$ cat config.mk
export PLATFORM = sky130hd
export DESIGN_NAME = apb_xfer_monitor
export DESIGN_NICKNAME = d
export VERILOG_FILES = /design/src/rtl/apb_xfer_monitor.sv
export SDC_FILE = /design/constraint.sdc
export NUM_CORES = 1
export LEC_CHECK = 0
export BUFFER_PORTS_ARGS = -buffer_cell sky130_fd_sc_hd__buf_2
export CAP_MARGIN = 10
export CORE_ASPECT_RATIO = 2
export CORE_UTILIZATION = 59
export CTS_CLUSTER_SIZE = 40
export DETAILED_ROUTE_END_ITERATION = 8
export PLACE_DENSITY_LB_ADDON = 0.12
export SYNTH_ARGS = -nofsm -noshare
export SYNTH_HDL_FRONTEND = slang
export SYNTH_SLANG_ARGS = --single-unit
$ cat constraint.sdc
create_clock -name clk -period 3.7 [get_ports clk]
set_input_delay 0.555 -clock clk [delete_from_list [all_inputs] [get_ports clk]]
set_output_delay 0.555 -clock clk [all_outputs]
set_load 0.005 [all_outputs]
$ cat src/rtl/apb_xfer_monitor.sv
module apb_xfer_monitor #(
  parameter int AW     = 12,
  parameter int DW     = 32,
  parameter int WINDOW = 256,
  parameter int THRESH = 32
) (
  input  logic                         clk,
  input  logic                         rst_n,
  input  logic                         mon_sel,
  input  logic                         mon_en,
  input  logic                         mon_rdy,
  input  logic [AW-1:0]                mon_addr,
  input  logic                         mon_wr,
  input  logic [DW-1:0]                mon_wdata,
  output logic                         err_phase,
  output logic                         err_hold,
  output logic                         err_chain,
  output logic                         err_short,
  output logic                         err_drift,
  output logic [$clog2(WINDOW+1)-1:0]  xfer_count,
  output logic                         rate_alarm
);
  localparam int CW = $clog2(WINDOW+1);
  localparam int WW = (WINDOW > 1) ? $clog2(WINDOW) : 1;

  logic en_q, setup_q, wait_q, done_q;
  logic [AW-1:0] cap_addr;
  logic          cap_wr;
  logic [DW-1:0] cap_wdata;
  logic [WW-1:0] wpos;

  wire setup  = mon_sel & ~mon_en;
  wire access = mon_sel &  mon_en;
  wire done   = access &  mon_rdy;
  wire stall  = access & ~mon_rdy;
  wire wrap   = (wpos == WW'(WINDOW-1));

  wire bad_rise  = mon_en & ~en_q & ~setup_q;
  wire bad_hold  = wait_q & ~access;
  wire bad_chain = done_q & access;
  wire bad_short = done & ~(setup_q | wait_q);
  wire live      = access & (setup_q | wait_q);
  wire bad_drift = live & ((mon_addr != cap_addr) | (mon_wr != cap_wr) |
                           (cap_wr & (mon_wdata != cap_wdata)));

  always_ff @(posedge clk or negedge rst_n) begin
    if (!rst_n) begin
      en_q    <= 1'b0;
      setup_q <= 1'b0;
      wait_q  <= 1'b0;
      done_q  <= 1'b0;
    end else begin
      en_q    <= mon_en;
      setup_q <= setup;
      wait_q  <= stall;
      done_q  <= done;
    end
  end

  always_ff @(posedge clk or negedge rst_n) begin
    if (!rst_n) begin
      cap_addr  <= '0;
      cap_wr    <= 1'b0;
      cap_wdata <= '0;
    end else if (setup) begin
      cap_addr  <= mon_addr;
      cap_wr    <= mon_wr;
      cap_wdata <= mon_wdata;
    end
  end

  always_ff @(posedge clk or negedge rst_n) begin
    if (!rst_n) begin
      err_phase <= 1'b0;
      err_hold  <= 1'b0;
      err_chain <= 1'b0;
      err_short <= 1'b0;
      err_drift <= 1'b0;
    end else begin
      err_phase <= err_phase | bad_rise;
      err_hold  <= err_hold  | bad_hold;
      err_chain <= err_chain | bad_chain;
      err_short <= err_short | bad_short;
      err_drift <= err_drift | bad_drift;
    end
  end

  always_ff @(posedge clk or negedge rst_n) begin
    if (!rst_n) begin
      wpos       <= '0;
      xfer_count <= '0;
      rate_alarm <= 1'b0;
    end else begin
      wpos <= wrap ? '0 : wpos + 1'b1;
      if (wrap)      xfer_count <= '0;
      else if (done) xfer_count <= xfer_count + 1'b1;
      if (done && xfer_count == CW'(THRESH)) rate_alarm <= 1'b1;
    end
  end
endmodule


==> impl_metrics.json, run 1 <==
{
  "antenna_found_initial": 0,
  "placed_cell_area_um2": 3650,
  "area_growth_pct": 16.27,
  "post-route-period-util_pct": 48.64,
  "clk_latency_ns": 0.35,
  "worstMarginPinSlew_ns": 1.025,
  "ctsResizeCount": 0,
  "finalNetCount": 377,
  "numCtsBuffers": 9,
  "max_freq_ghz": 0.5556,
  "fin_crit_ns": 1.800,
  "antenna_cells": 0,
  "muxShareOfSynthArea_pct": 15.29,
  "power_frac_clock_pct": 30.5,
  "slew_headroom_pct": 31.67,
  "synth_edf_count": 0,
  "synth_compound_area_share_pct": 2.416,
  "criticalPathCategory": "primary input to flip-flop",
  "dp_hpwl_um": 4117,
  "cp-startpoint": "mon_en",
  "drv_slew": 0,
  "crit_family": "simple AND/OR/NAND/NOR gates",
  "async_flop_share_pct": 100.0,
  "htreeDepth": 3,
  "cp.depth": 3,
  "seqCellArea_um2": 1802,
  "cp-end-kind": "flip-flop",
  "critPathLaunchType": "primary input",
  "drc": 0,
  "place_congestion": 0.7341,
  "status": "finished, final reports clean",
  "dr.pass1.iters": 2,
  "synthAdderAreaFrac_pct": 1.133,
  "multi_input_area_um2": 1423,
  "synth-seq-cells": 72,
  "ys_seq_area_share_pct": 54.36,
  "cp.required_ns": 3.93,
  "path_buf_inv": 1,
  "p_sw_share_pct": 26.60,
  "hp-class": "primary input to async pin",
  "ir_drop_uv": 410.8,
  "grt_use_total_pct": 22.14,
  "clk_path_buf_depth": 2,
  "crit_slowest_cell": "and2b_2",
  "p_int_mw": 1.379,
  "dr.first_iter.drc_count": 30,
  "die-area_um2": 5940,
  "syn_area_um2": 3314,
  "vias": 2085,
  "post-place-ws_ns": 1.518,
  "arrival_ns": 2.03,
  "synth-simple-area-share_pct": 8.758,
  "fin_area_um2": 3854,
  "syn_inst": 253,
  "r2r-start": "cap_wdata[17]$_DFFE_PN0P_",
  "crit_chain": "buf_2 -> and2b_2 -> mux2_2",
  "synthFlopType": "dfrtp_1",
  "combPwrFrac_pct": 17.6,
  "powerDensity_nw_per_um2": 487.6,
  "fp.coreArea_um2": 5420,
  "crit_path_max_incr_delay_ns": 0.89,
  "maxCapViolations": 0,
  "tritoncts": "done",
  "grt_overflow": 0,
  "ys_warn_count": 0,
  "numClockSinks": 72,
  "fin_skew_ns": 0.003492,
  "reg2regPathDepth": 5,
  "grt_max_degree": 51,
  "hold_violations": 0,
  "post_cts_buffers": 0,
  "p_seq_share_pct": 51.9,
  "synth_top_family_by_area": "XOR/XNOR gates",
  "synth_xor_area_share_pct": 15.33,
  "synth_largest_area_cell": "dfrtp_1",
  "cts_hold_buf": 0,
  "rsz0062_at_grt": "no",
  "grt_pass1_vias": 2128,
  "setup_ws_ns": 1.900,
  "grt_pass1_wl_um": 9066,
  "setup-tns-final_ns": 0,
  "power.switching_mw": 0.4999,
  "routed_wl_um": 5726,
  "cts.reportedPaths.clkPinSlew_ns": 0.07,
  "cts-root-buf": "clkbuf_8",
  "p_leak_nw": 1.727,
  "initial_utilization_pct": 61.15,
  "via_per_inst": 5.360,
  "ios": 65,
  "chipWidth_um": 55,
  "ys_types": 28,
  "wire_per_inst_um": 14.72,
  "die-height_um": 108.0,
  "crit_fanout": 46,
  "setup-violations-final": 0,
  "synth_nets": 306,
  "drive_above_1_share_pct": 41.03,
  "synthTopCellsByArea": "dfrtp_1 (54%), mux2_2 (15%), xnor2_1 (12%)",
  "final_util_pct": 71.10,
  "fill_cells": 406,
  "portBuffers": 64,
  "avgSynthCellArea_um2": 13.10,
  "ant_nets": 0,
  "yosysTopAreaCellShare_pct": 54.36,
  "rows": 38
}
through the flow:
| stage | hold WS (ns) | std cells | power [mW] |
|---|---|---|---|
| floorplan | 0.2594 | 253 | 1.198 |
| global placement | 0.4358 | 372 | 1.307 |
| detailed placement | 0.4406 | 372 | 1.323 |
| CTS | 0.3526 | 388 | 1.900 |
| global route | 0.06919 | 389 | 1.981 |
| finish | 0.07297 | 389 | 1.879 |
power by group through the flow:
stage / registers (mW) / clock network, mW / logic (mW)
after floorplan: 0.974 / 0 / 0.224
after global placement: 0.984 / 0 / 0.323
after detailed placement: 0.988 / 0 / 0.335
after CTS: 0.975 / 0.589 / 0.336
after global routing: 0.991 / 0.620 / 0.370
final: 0.975 / 0.573 / 0.331
cells in the mapped netlist (all sizes together), types with 4 or more instances:
cell	instances
and3	4
buf	7
dfrtp	72
inv	4
mux2	45
nand2	6
nand3	4
nand4	11
nor2	18
nor4	4
xnor2	44
xor2	14
cell families after synthesis:
kind of cell | Yosys count
DFF | 72
and+or+nand+nor | 54
adders and majority gates | 3
muxes | 45
xor gates and xnor gates | 58
buffers and inverters | 11
AOI/OAI and AO/OA | 10
layout by cell type, fill, tap and decap left out, types with 4 or more instances in the layout:
cell type	instances
inv_1	4
clkbuf_8	12
xor2_1	14
xnor2_1	44
buf_2	64
mux2_2	45
nand4_1	11
nand2_1	6
nor2_1	18
nor4_1	4
dfrtp_1	72
nand3_1	4
final cells by class:
class                      count  share of cell area [%]
sequential                    72                   46.75
clock buffer                  13                   4.383
multi-input combinational    170                   36.92
tap                           60                   1.948
clock inverter                 3                  0.3896
timing repair buffer          67                   9.221
inverter                       4                  0.3896
state kept, by name (all words and copies together), names as in the netlist:
name	count
cap_addr	12
cap_wdata	32
cap_wr	1
done_q	1
en_q	1
err_chain	1
err_drift	1
err_hold	1
err_phase	1
err_short	1
rate_alarm	1
setup_q	1
wait_q	1
wpos	8
xfer_count	9
metal layers:
metal  vias up  global-route usage [%]  share of wire, %
met2        45                   37.26                54
met3         9                   9.564               5.3
met5         -                       0                 0
li1       1012                       -                 -
met4         0                   9.107               2.1
met1      1019                   22.89                39
worst register-to-register path, cell delays in order (launching register included):
cell and delay [ns]:
dfrtp_1 0.40, xnor2_1 0.16, nand4_1 0.14, nor4_1 0.35, nand2_1 0.14, a221o_1 0.32
path summary, 6_finish.rpt:
kind	end	slack, ns
min reg2reg	err_short$_DFF_PN0_	0.45
max in group asynchronous	wpos[7]$_DFF_PN0_	2.89
max reg2reg	err_drift$_DFF_PN0_	2.08
min	cap_addr[1]$_DFFE_PN0P_	0.07
max	cap_wdata[17]$_DFFE_PN0P_	1.90
min in group clk	en_q$_DFF_PN0_	0.37
Power figures use the tool's default switching activity.
==> inputs of run 2 (changes only) <==
Settings changed: ABC_AREA set to 1, CORE_UTILIZATION 59 to 50.
Clock period 3.7 ns to 1.55 ns, I/O delays scaled along.
==> run 2 against run 1 <==
Hold slack lost 0.023 ns. Flip-flop and latch count is the same. Core utilization shrank 7.5 points. Global-route usage shrank 0.89 points. Clock skew grew 0.00084 ns. Synthesized cell count grew 71%. Clock power grew to 3.2 times the previous value. Setup slack lost 1.9 ns. Via count grew 37%. Critical path type is now flip-flop to flip-flop. Routed wire length grew 23%. Sequential power grew 130%. Count of clock-buffer cells in the layout grew 2. Largest cell class unchanged.
==> impl_metrics.json, run 2 <==
{
  "status": "finished, final reports clean",
  "die-height_um": 120.7,
  "synth_nets": 486,
  "cts-root-buf": "clkbuf_16",
  "grt_pass1_wl_um": 11470,
  "post-place-ws_ns": 0.03507,
  "antenna_found_initial": 0,
  "wire_per_inst_um": 11.74,
  "grt_max_degree": 73,
  "dr.first_iter.drc_count": 150,
  "top_register": "cap_wdata",
  "dp_hpwl_um": 5040,
  "arrival_ns": 1.74,
  "fill_cells": 648,
  "drv_slew": 0,
  "synth-seq-cells": 72,
  "criticalPathCategory": "flip-flop to flip-flop",
  "ant_nets": 0,
  "mostFrequentLayoutCells": "nand2_1 (173), dfrtp_1 (72), buf_2 (64), inv_1 (45), xnor2_1 (27)",
  "placed_cell_area_um2": 3956,
  "setup_ws_ns": 0.02673,
  "fp.coreArea_um2": 6726,
  "syn_inst": 433,
  "slew_headroom_pct": 68.00,
  "synth_edf_count": 0,
  "critPathLaunchType": "flip-flop",
  "clk_path_buf_depth": 2,
  "grt_use_total_pct": 21.24,
  "chipWidth_um": 61.34,
  "synthTopCellsByArea": "dfrtp_1 (51%), nand2_1 (19%), xnor2_1 (6.7%)",
  "place_congestion": 0.7408,
  "via_per_inst": 4.772,
  "die-area_um2": 7401,
  "drive_above_1_share_pct": 20.31,
  "drc": 0,
  "numCtsBuffers": 9,
  "crit_slowest_cell": "dfrtp_1",
  "antenna_cells": 0,
  "hp-class": "primary input to flip-flop",
  "r2r_slack_ns": 0.03,
  "final_common_cell": "nand2_1",
  "portBuffers": 64,
  "area_growth_pct": 21.46,
  "path_buf_inv": 1,
  "htreeDepth": 3,
  "clk_latency_ns": 0.33,
  "powerDensity_nw_per_um2": 1142,
  "cp.required_ns": 1.77,
  "ir_drop_uv": 720.5,
  "largest_register_ffs": 32,
  "grt_pass1_vias": 2693,
  "syn_area_um2": 3521,
  "rsz0062_at_grt": "yes",
  "synth_commonest_cells": "nand2_1 (175), dfrtp_1 (72), inv_1 (45), xnor2_1 (27)",
  "dr.pass1.iters": 4,
  "tritoncts": "done",
  "rows": 42,
  "max_freq_ghz": 0.6565,
  "ys_types": 34,
  "ys_warn_count": 0,
  "fin_area_um2": 4277,
  "vias": 2863,
  "maxCapViolations": 0,
  "grt_overflow": 0,
  "crit_chain": "ha_2 -> nand2_2 -> nor2_4 -> nand3_2 -> nor2_4 -> nand2_4 -> nand2_4 -> nor2_2 -> a31oi_1 -> inv_1",
  "cp-end-kind": "flip-flop",
  "fin_skew_ns": 0.004333,
  "worstMarginPinSlew_ns": 0.4792,
  "ios": 65,
  "synth_largest_area_cell": "dfrtp_1",
  "cts.reportedPaths.clkPinSlew_ns": 0.05,
  "post-route-period-util_pct": 98.28,
  "synthFlopType": "dfrtp_1",
  "reg_top3": "cap_wdata (32), cap_addr (12), xfer_count (9)",
  "async_flop_share_pct": 100.0,
  "multi_input_area_um2": 1510,
  "yosysTopAreaCellShare_pct": 51.17,
  "ys_seq_area_share_pct": 51.17,
  "avgSynthCellArea_um2": 8.131,
  "setup-violations-final": 0,
  "p_leak_nw": 2.221,
  "seqCellArea_um2": 1802,
  "crit_fanout": 7,
  "routed_wl_um": 7045,
  "crit_path_max_incr_delay_ns": 0.37,
  "finalNetCount": 561,
  "setup-tns-final_ns": 0,
  "numClockSinks": 72,
  "hold_violations": 0,
  "initial_utilization_pct": 52.34,
  "fin_crit_ns": 1.523,
  "crit_family": "simple AND/OR/NAND/NOR gates",
  "yosysMostFrequentCell": "nand2_1"
}
==> run 2: changes by cell type in the layout (fill, tap and decap cells not counted), sizes merged, moves of 4 or more <==
cell / previous run / this run
buf: 67 / 71
xnor2: 44 / 27
a21oi: 1 / 5
nor2: 18 / 30
and3: 4 / 0
nor3: 0 / 6
mux2: 45 / 0
nand4: 11 / 2
xor2: 14 / 5
nand2: 6 / 179
inv: 4 / 47
o21ai: 1 / 26
==> run 2: timing repair <==
item                       CTS  global route
gates resized for setup      0             4
setup buffers                0             4
hold buffers                 1             0
hold endpoints to repair    72             0
setup endpoints to repair    0             2
==> run 2: path summary, 6_finish.rpt <==
check / startpoint / end / cells past startpoint
max: wpos[0]$_DFF_PN0_ / xfer_count[1]$_DFFE_PN0P_ / 10
min: mon_en / en_q$_DFF_PN0_ / 1
max reg2reg: wpos[0]$_DFF_PN0_ / xfer_count[1]$_DFFE_PN0P_ / 10
min reg2reg: err_chain$_DFF_PN0_ / err_chain$_DFF_PN0_ / 1
max in group asynchronous: rst_n / en_q$_DFF_PN0_ / 3
min in group asynchronous: rst_n / cap_wdata[25]$_DFFE_PN0P_ / 3
==> run 2: layout make-up <==
class	instances	share of cell area, %
Sequential cell	72	42.13
Multi-Input combinational cell	303	35.31
Timing Repair Buffer	72	9.245
Clock buffer	15	6.261
Inverter	50	4.476
Tap cell	88	2.575
==> run 2: cell families after synthesis <==
kind of cell	count (synthesis)	synth area share [%]
XOR/XNOR	32	7.960
flip-flops	72	51.17
AND/OR/NAND/NOR	228	27.04
buffers and inverters	58	6.361
adder cells (fa/ha/maj)	3	1.066
AO/OA/AOI/OAI	40	6.397
==> run 2: metrics by stage <==
stage / instances / hold slack [ns] / power, mW / util, %
floorplan: 433 / -0.06309 / 2.753 / -
global placement: 580 / 0.2959 / 3.028 / 58.82
detailed placement: 580 / 0.2938 / 3.057 / 58.82
CTS: 596 / 0.03926 / 4.937 / 62.95
global route: 600 / 0.03899 / 5.162 / 63.58
finish: 600 / 0.04994 / 4.886 / 63.58
==> run 2: power by group <==
group / switching [mW] / internal (mW) / leakage [nW]
clock network: 0.694 / 1.16 / 0.130
registers: 0.188 / 2.09 / 0.880
logic: 0.401 / 0.350 / 1.21
total: 1.28 / 3.60 / 2.22
==> run 2: routing by layer <==
layer,wire length [µm],GRT usage [%],vias to the layer above
li1,-,-,1473
met1,2783,23.64,1341
met2,3833,36.41,42
met3,317,6.738,7
met4,110,7.917,0
met5,0,0,-
